File: src/rtl/tmu_pkg.sv
// Shared types for the timer compare unit.
// Assumes channel 0 is the supervisor channel and channel 1 is the hypervisor channel.
package tmu_pkg;
    typedef enum logic {
        CH_SUP = 1'b0,
        CH_HYP = 1'b1
    } chan_kind_e;

    localparam int NUM_CH = 2;
endpackage

File: src/rtl/tmu_core.sv
// One compare channel: holds the compare register, arms on each write,
// and emits a registered one-cycle pulse on exact equality with the count.
// Assumes the count steps by one each cycle, because a skipped target is missed.
module tmu_core #(
    parameter int CNT_W = 63
) (
    input  logic             clk,
    input  logic             rst_n,
    input  logic [CNT_W-1:0] tick_i,
    input  logic             wr_i,
    input  logic [CNT_W:0]   wdata_i,
    input  logic             enable_i,
    output logic [CNT_W:0]   cmp_o,
    output logic             pulse_o
);
    localparam int DIS_BIT = CNT_W;

    logic [CNT_W:0] cmp_q;
    logic           armed_q;
    logic           pulse_q;
    logic           hit;

    // Equality between the armed target and the current count
    assign hit = armed_q && (cmp_q[CNT_W-1:0] == tick_i);

    // Compare register: holds the last written value, and resets to disabled
    always_ff @(posedge clk) begin
        if (!rst_n) begin
            cmp_q <= {1'b1, {CNT_W{1'b0}}};
        end else if (wr_i) begin
            cmp_q <= wdata_i;
        end
    end

    // Arm state: each write decides it again, and an equality clears it
    always_ff @(posedge clk) begin
        if (!rst_n) begin
            armed_q <= 1'b0;
        end else if (wr_i) begin
            armed_q <= !wdata_i[DIS_BIT] && (wdata_i[CNT_W-1:0] > tick_i);
        end else if (hit) begin
            armed_q <= 1'b0;
        end
    end

    // Match pulse: fires on equality unless a write, the disable bit or the enable blocks it
    always_ff @(posedge clk) begin
        if (!rst_n) begin
            pulse_q <= 1'b0;
        end else begin
            pulse_q <= hit && !wr_i && !cmp_q[DIS_BIT] && enable_i;
        end
    end

    assign cmp_o   = cmp_q;
    assign pulse_o = pulse_q;
endmodule

File: src/rtl/tmu_route.sv
// Maps one channel's match pulse onto its interrupt target.
// The supervisor kind drives a single bit of the soft-interrupt set vector.
// The hypervisor kind drives the pending-set flag.
module tmu_route #(
    parameter tmu_pkg::chan_kind_e KIND = tmu_pkg::CH_SUP,
    parameter int SWINT_W   = 17,
    parameter int SWINT_BIT = 16
) (
    input  logic               pulse_i,
    output logic [SWINT_W-1:0] swint_o,
    output logic               hint_o
);
    generate
        if (KIND == tmu_pkg::CH_SUP) begin : g_sup
            // Supervisor: request on one soft-interrupt bit only
            always_comb begin
                swint_o            = '0;
                swint_o[SWINT_BIT] = pulse_i;
            end
            assign hint_o = 1'b0;
        end else begin : g_hyp
            // Hypervisor: request on the pending flag only
            assign swint_o = '0;
            assign hint_o  = pulse_i;
        end
    endgenerate
endmodule

File: src/rtl/tmu_top.sv
// Timer compare unit with two channels (supervisor and hypervisor) that share one core design.
// Assumes hyp_halted_i is synchronous to clk.
module tmu_top #(
    parameter int CNT_W     = 63,
    parameter int SWINT_W   = 17,
    parameter int SWINT_BIT = 16
) (
    input  logic               clk,
    input  logic               rst_n,
    input  logic [CNT_W-1:0]   tick_i,
    input  logic               sup_wr_i,
    input  logic [CNT_W:0]     sup_wdata_i,
    output logic [CNT_W:0]     sup_cmp_o,
    input  logic               hyp_wr_i,
    input  logic [CNT_W:0]     hyp_wdata_i,
    output logic [CNT_W:0]     hyp_cmp_o,
    input  logic               hyp_halted_i,
    output logic [1:0]         match_o,
    output logic [SWINT_W-1:0] swint_set_o,
    output logic               hintp_set_o
);
    import tmu_pkg::*;

    localparam int CMP_W = CNT_W + 1;

    logic [NUM_CH-1:0] wr_a;
    logic [CMP_W-1:0]  wd_a   [NUM_CH];
    logic [CMP_W-1:0]  cmp_a  [NUM_CH];
    logic [NUM_CH-1:0] pulse_a;
    logic [SWINT_W-1:0] sw_a  [NUM_CH];
    logic [NUM_CH-1:0] hint_a;

    // Gather the per-channel write ports into arrays
    assign wr_a[CH_SUP] = sup_wr_i;
    assign wr_a[CH_HYP] = hyp_wr_i;
    assign wd_a[CH_SUP] = sup_wdata_i;
    assign wd_a[CH_HYP] = hyp_wdata_i;

    generate
        for (genvar g = 0; g < NUM_CH; g++) begin : g_ch
            localparam chan_kind_e KIND = chan_kind_e'(g);
            logic en;

            // Only the hypervisor channel is blocked by a halted thread
            assign en = (KIND == CH_HYP) ? !hyp_halted_i : 1'b1;

            tmu_core #(.CNT_W(CNT_W)) u_core (
                .clk      (clk),
                .rst_n    (rst_n),
                .tick_i   (tick_i),
                .wr_i     (wr_a[g]),
                .wdata_i  (wd_a[g]),
                .enable_i (en),
                .cmp_o    (cmp_a[g]),
                .pulse_o  (pulse_a[g])
            );

            tmu_route #(.KIND(KIND), .SWINT_W(SWINT_W), .SWINT_BIT(SWINT_BIT)) u_route (
                .pulse_i (pulse_a[g]),
                .swint_o (sw_a[g]),
                .hint_o  (hint_a[g])
            );
        end
    endgenerate

    // Merge the channel requests onto the shared outputs
    always_comb begin
        swint_set_o = '0;
        for (int i = 0; i < NUM_CH; i++) begin
            swint_set_o = swint_set_o | sw_a[i];
        end
    end

    assign hintp_set_o = |hint_a;
    assign match_o     = pulse_a;
    assign sup_cmp_o   = cmp_a[CH_SUP];
    assign hyp_cmp_o   = cmp_a[CH_HYP];
endmodule

File: config.mk
export PLATFORM = sky130hd
export DESIGN_NAME = tmu_top
export DESIGN_NICKNAME = d
export VERILOG_FILES = /design/src/rtl/tmu_pkg.sv /design/src/rtl/tmu_core.sv /design/src/rtl/tmu_route.sv /design/src/rtl/tmu_top.sv
export SDC_FILE = /design/constraint.sdc
export NUM_CORES = 1
export LEC_CHECK = 0
export ABC_AREA = 1
export ABC_CLOCK_PERIOD_IN_PS = 1100
export BUFFER_PORTS_ARGS = -buffer_cell sky130_fd_sc_hd__buf_2
export CORE_ASPECT_RATIO = 2
export CORE_MARGIN = 3
export CORE_UTILIZATION = 30
export CTS_CLUSTER_DIAMETER = 80
export CTS_CLUSTER_SIZE = 16
export DETAILED_ROUTE_END_ITERATION = 7
export GPL_ROUTABILITY_DRIVEN = 0
export GPL_TIMING_DRIVEN = 0
export PLACE_DENSITY = 0.54
export SKIP_CTS_REPAIR_TIMING = 1
export SLEW_MARGIN = 20
export SYNTH_ARGS = -nofsm -noshare
export SYNTH_HDL_FRONTEND = slang
export SYNTH_SLANG_ARGS = --single-unit
File: constraint.sdc
create_clock -name clk -period 1.1 [get_ports clk]
set_input_delay 0 -clock clk [delete_from_list [all_inputs] [get_ports clk]]
set_output_delay 0 -clock clk [all_outputs]
set_load 0.02 [all_outputs]
## Word-level counts from Yosys, hierarchy flattened

Index checks and enable logic that the tools add are counted.

| word-level totals | value |
|---|---|
| flip-flop bits (word level) | 132 |
| output and inout port bits | 148 |
| logic and storage cells | 32 |

| cells by class | value |
|---|---|
| magnitude comparators | 2 |
| equal/unequal tests | 2 |
| multiplexer cells | 4 |
| reductions and logical operators | 18 |

Operators by type and width:

| cell | number |
|---|---|
| == test 63 bit | 2 |
| greater-than comparator 63 bit | 2 |
| logical AND 1 bit | 9 |
| zero test 1 bit | 7 |
| 2-to-1 mux 1 bit | 4 |
| nonzero test 2 bit | 2 |

## Logic depth before layout (Yosys ltp)

| logic depth | value |
|---|---|
| depth after elaboration | 5 |
| mapped depth | 15 |
| depth with buffers taken out | 15 |

## Modules after synthesis

A second synthesis with hierarchy kept.

| second synthesis, totals | value |
|---|---|
| cells, all modules | 1616 |
| area total of the unflattened synthesis | 10337.4 µm² |

Modules (own cells, without submodules):

| module | times used | cells an instance | area an instance (µm²) |
|---|---|---|---|
| tmu_core | 2 | 761 | 4924.7 |
| tmu_route | 2 | 19 | 138.9 |
| tmu_top | 1 | 56 | 210.2 |

## Least setup slack after synthesis

Ideal clock, no wire load.

| timing | value |
|---|---|
| path type | reg2reg |
| start | register g_ch[1].u_core.cmp_q[11] |
| end | register g_ch[1].u_core.armed_q |
| arrival | 1.164 ns |
| required time | 0.984 ns |
| setup slack | -0.180 ns |
| stages on the path, launching flop included | 12 |
| buffers on the path | 0 |
| period minus slack after synthesis | 1.280 ns |
| cell sequence | dfxtp_1 -> inv_1 -> nand2_1 -> nand2_1 -> nor3_1 -> nand2_1 -> nor2_1 -> nand2_1 -> nor2_1 -> nand2_1 -> nand2_1 -> a21oi_1 |

| on the way | value |
|---|---|
| word-level cells in the longest chain between the ends | 3 |

Ends and longest elaborated chain:

| element | RTL line | text |
|---|---|---|
| start, declared | tmu_core.sv:18 | `logic [CNT_W:0] cmp_q;` |
| start signal, assigned | tmu_core.sv:29 | `cmp_q <= {1'b1, {CNT_W{1'b0}}};` |
| start signal, assigned | tmu_core.sv:31 | `cmp_q <= wdata_i;` |
| == test 63 bit | tmu_core.sv:24 | `assign hit = armed_q && (cmp_q[CNT_W-1:0] == tick_i);` |
| logical AND 1 bit | tmu_core.sv:24 |  |
| nonzero test 2 bit (no source line) | - |  |
| end signal, assigned | tmu_core.sv:40 | `armed_q <= !wdata_i[DIS_BIT] && (wdata_i[CNT_W-1:0] > tick_i);` |
| end, declared | tmu_core.sv:19 | `logic armed_q;` |

No other way between the ends.
A chain may end at the register's enable or synchronous reset.

## Worst setup path after layout

| timing | value |
|---|---|
| start | register g_ch[1].u_core.cmp_q[48] |
| end | register g_ch[1].u_core.armed_q |

The elaborated chain is that of the path after synthesis.

==> out/qor.yml <==
timing:
  fmax_mhz: 640.0
  skew_ns: 0.007895
  hold_viol: 1
  tightest_slew_ns: 0.8894
  whs_ns: -0.01548
  period_share: 1.421
  maxSlewViolCount: 0
  setup_ws_ns: -0.4626
  max-slew-margin-rel: 0.4071
  min_period_ns: 1.563
  setup_violations: 5
  rsz0062_at_grt: "yes"
setup_path:
  end_kind: "register"
  path_class: "reg2reg"
  required_ns: 1.45
  start_kind: "register"
  worstPathMaxFanout: 3
  cp_data_arrival_time_ns: 1.91
yosys:
  synth.largest_area_cell: "dfxtp_1"
  synth.avg_cell_area_sq_um: 6.553
  synth.top_cells.by_area: "dfxtp_1 27%, ha_1 16%, nand2_1 12%"
  synth_cell_types: 32
  ys_seq_area_frac: 0.2727
  yosysWarningCount: 0
  yosysTopAreaCellShare: 0.2727
  synthCells: 1479
  syn_area_sq_um: 9692
  synth-seq-cells: 132
cts:
  cts_max_path_buffers: 2
  cts_buffers: 17
  clkLatencyLatePin_ns: 0.46
  cts_root_buffer: "clkbuf_16"
  h-tree-depth: 4
  clk_pin_slew_ns: 0.06
  cts_tree: "built"
  cts.sinks: 132
power:
  vdd_drop_max_mv: 1.208
  total_leakage_power_nw: 7.272
  p_switching_mw: 5.950
  clkPwrFrac: 0.358
  combinationalPowerShare: 0.304
  seq_power_share: 0.338
  pwr_density_cell_nw_per_um2: 1143
  power.internal_mw: 10.34
  power_switching_share: 0.3652
  fin_total_pwr_mw: 16.29
drt:
  dr.pass1.iters: 5
  drt_iter0_markers: 850
  antenna_left: 0
  vias: 12124
  drc: 0
  wl_per_cell_um: 22.55
  routed_wl_mm: 54.34
  vias_per_cell: 5.031
global_routing:
  grt_pass1_vias: 11300
  antenna_found_initial: 5
  grtUsageTotal: 0.2924
  grt_pass1_wl_mm: 72.37
  grt_max_degree: 17
  overflow: 0
outcome:
  failed_checks: "negative hold slack, negative setup slack"
  status: "complete, but fails checks"
layout:
  regArea_sq_um: 2858
  fin_nets: 2290
  multi_input_area_sq_um: 6295
  num-fill-cells: 3378
  drive_gt1_frac: 0.3236
  fin_cells: 2410
  area_growth_pct: 47.04
min_path:
  hold_class: "in2reg"
die:
  die-area_sq_um: 34630
  fp.coreArea_sq_um: 31660
  num_rows: 92
  dieHeight_um: 260.2
  die_w_um: 133.1
  initial_core_util: 0.3062
  ios: 344
place:
  numPortBuffers: 325
  dpl.hpwl_mm: 45.01
  numPlacedInstances: 2242
job:
  maxCapViolations: 0
==> cells in the mapped netlist <==
library cell / n
o22ai_1: 19
ha_1: 126
o21ai_0: 150
inv_2: 49
nand2_1: 311
buf_2: 13
xnor2_1: 14
nand4_1: 11
o21a_1: 2
nand3b_4: 1
xor2_1: 20
inv_1: 147
nand3b_1: 2
nor2_2: 11
a21oi_2: 1
or2_2: 2
buf_4: 19
nand2_2: 3
nor3_1: 9
clkbuf_1: 28
nor2_4: 2
conb_1: 1
nor3_2: 4
dfxtp_1: 132
nand3_2: 1
a21oi_1: 115
nand4_2: 1
nor2_1: 235
a21o_1: 7
and2_1: 2
o21ai_1: 29
nand3_1: 12
==> critical path, cell delays in order (launching register included) <==
cell	delay, ns
dfxtp_2	0.34
xor2_2	0.21
nor2_2	0.21
nand2_1	0.07
nor2_1	0.13
nand2_1	0.10
nor2_2	0.13
nand2_2	0.12
nand2_1	0.08
a21oi_1	0.06
==> metrics by stage <==
step	util	setup WS, ns	cell area, sq um	setup TNS [ns]
global route	0.4501	-0.4770	14250	-1.694
floorplan	-	-0.07960	9966	-0.1329
detailed placement	0.3829	-0.6681	12120	-21.11
finish	0.4502	-0.4626	14250	-1.623
global placement	0.3829	-0.6747	12120	-20.06
CTS	0.4012	-0.6839	12700	-2.541
==> sequential cells by signal (all words and copies together), names as in the netlist <==
register             flops
g_ch.u_core.cmp_o      128
g_ch.u_core.armed_q      2
g_ch.u_core.pulse_o      2
==> placed cells by master, fill, tap and decap left out, drive strengths merged <==
master / n
nand2: 314
diode: 6
conb: 16
dfxtp: 132
or2: 2
nand4: 12
a21o: 7
xor2: 20
nor3: 13
nor2: 248
xnor2: 14
o21ai: 179
dlygate4sd3: 129
clkbuf: 53
nand3: 13
nand3b: 3
clkinv: 4
buf: 358
a21oi: 116
ha: 126
o22ai: 19
clkinvlp: 2
o21a: 2
inv: 197
and2: 2
==> routing by layer <==
metal  GRT usage  wire length (um)
met1      0.2749             17630
met2      0.5279             27450
met3     0.05265              3409
met4      0.2700              5846
met5           0                 0
==> final cells by class <==
cell class | instances | area share
clock buffers | 25 | 0.03775
clock inverters | 7 | 0.002897
inverters | 196 | 0.05162
flip-flops and latches | 132 | 0.2005
plain buffers | 60 | 0.02204
well taps | 423 | 0.03714
diodes | 6 | 0.001054
multi-input cells | 1106 | 0.4417
repair buffers | 455 | 0.2053
==> power by group through the flow <==
stage                     clock network, mW  logic (mW)  registers, mW
after floorplan                           0        2.05           5.88
final                                  5.84        4.95           5.51
after global routing                   6.01        5.34           5.54
after global placement                    0        4.35           5.58
after detailed placement                  0        4.40           5.58
after CTS                              5.88        4.43           5.48
==> cells by family after synthesis <==
logic type,count (synthesis),share of synthesized area
adders and majority gates,126,0.1627
buffers and inverters,256,0.1082
AOI/OAI and AO/OA,323,0.1720
other,1,0.0003869
DFF,132,0.2727
xor gates and xnor gates,34,0.03073
and+or+nand+nor,607,0.2534
==> worst paths after layout <==
path / startpoint / to / slack [ns] / cells past startpoint
max: g_ch[1].u_core.cmp_o[48] / g_ch[1].u_core.armed_q / -0.46 / 9
min: sup_wdata_i[54] / g_ch[0].u_core.cmp_o[54] / -0.02 / 3
max reg2reg: g_ch[1].u_core.cmp_o[48] / g_ch[1].u_core.armed_q / -0.46 / 9
min reg2reg: g_ch[1].u_core.cmp_o[41] / g_ch[1].u_core.cmp_o[41] / 0.48 / 2
(Power assumes the default switching activity.)
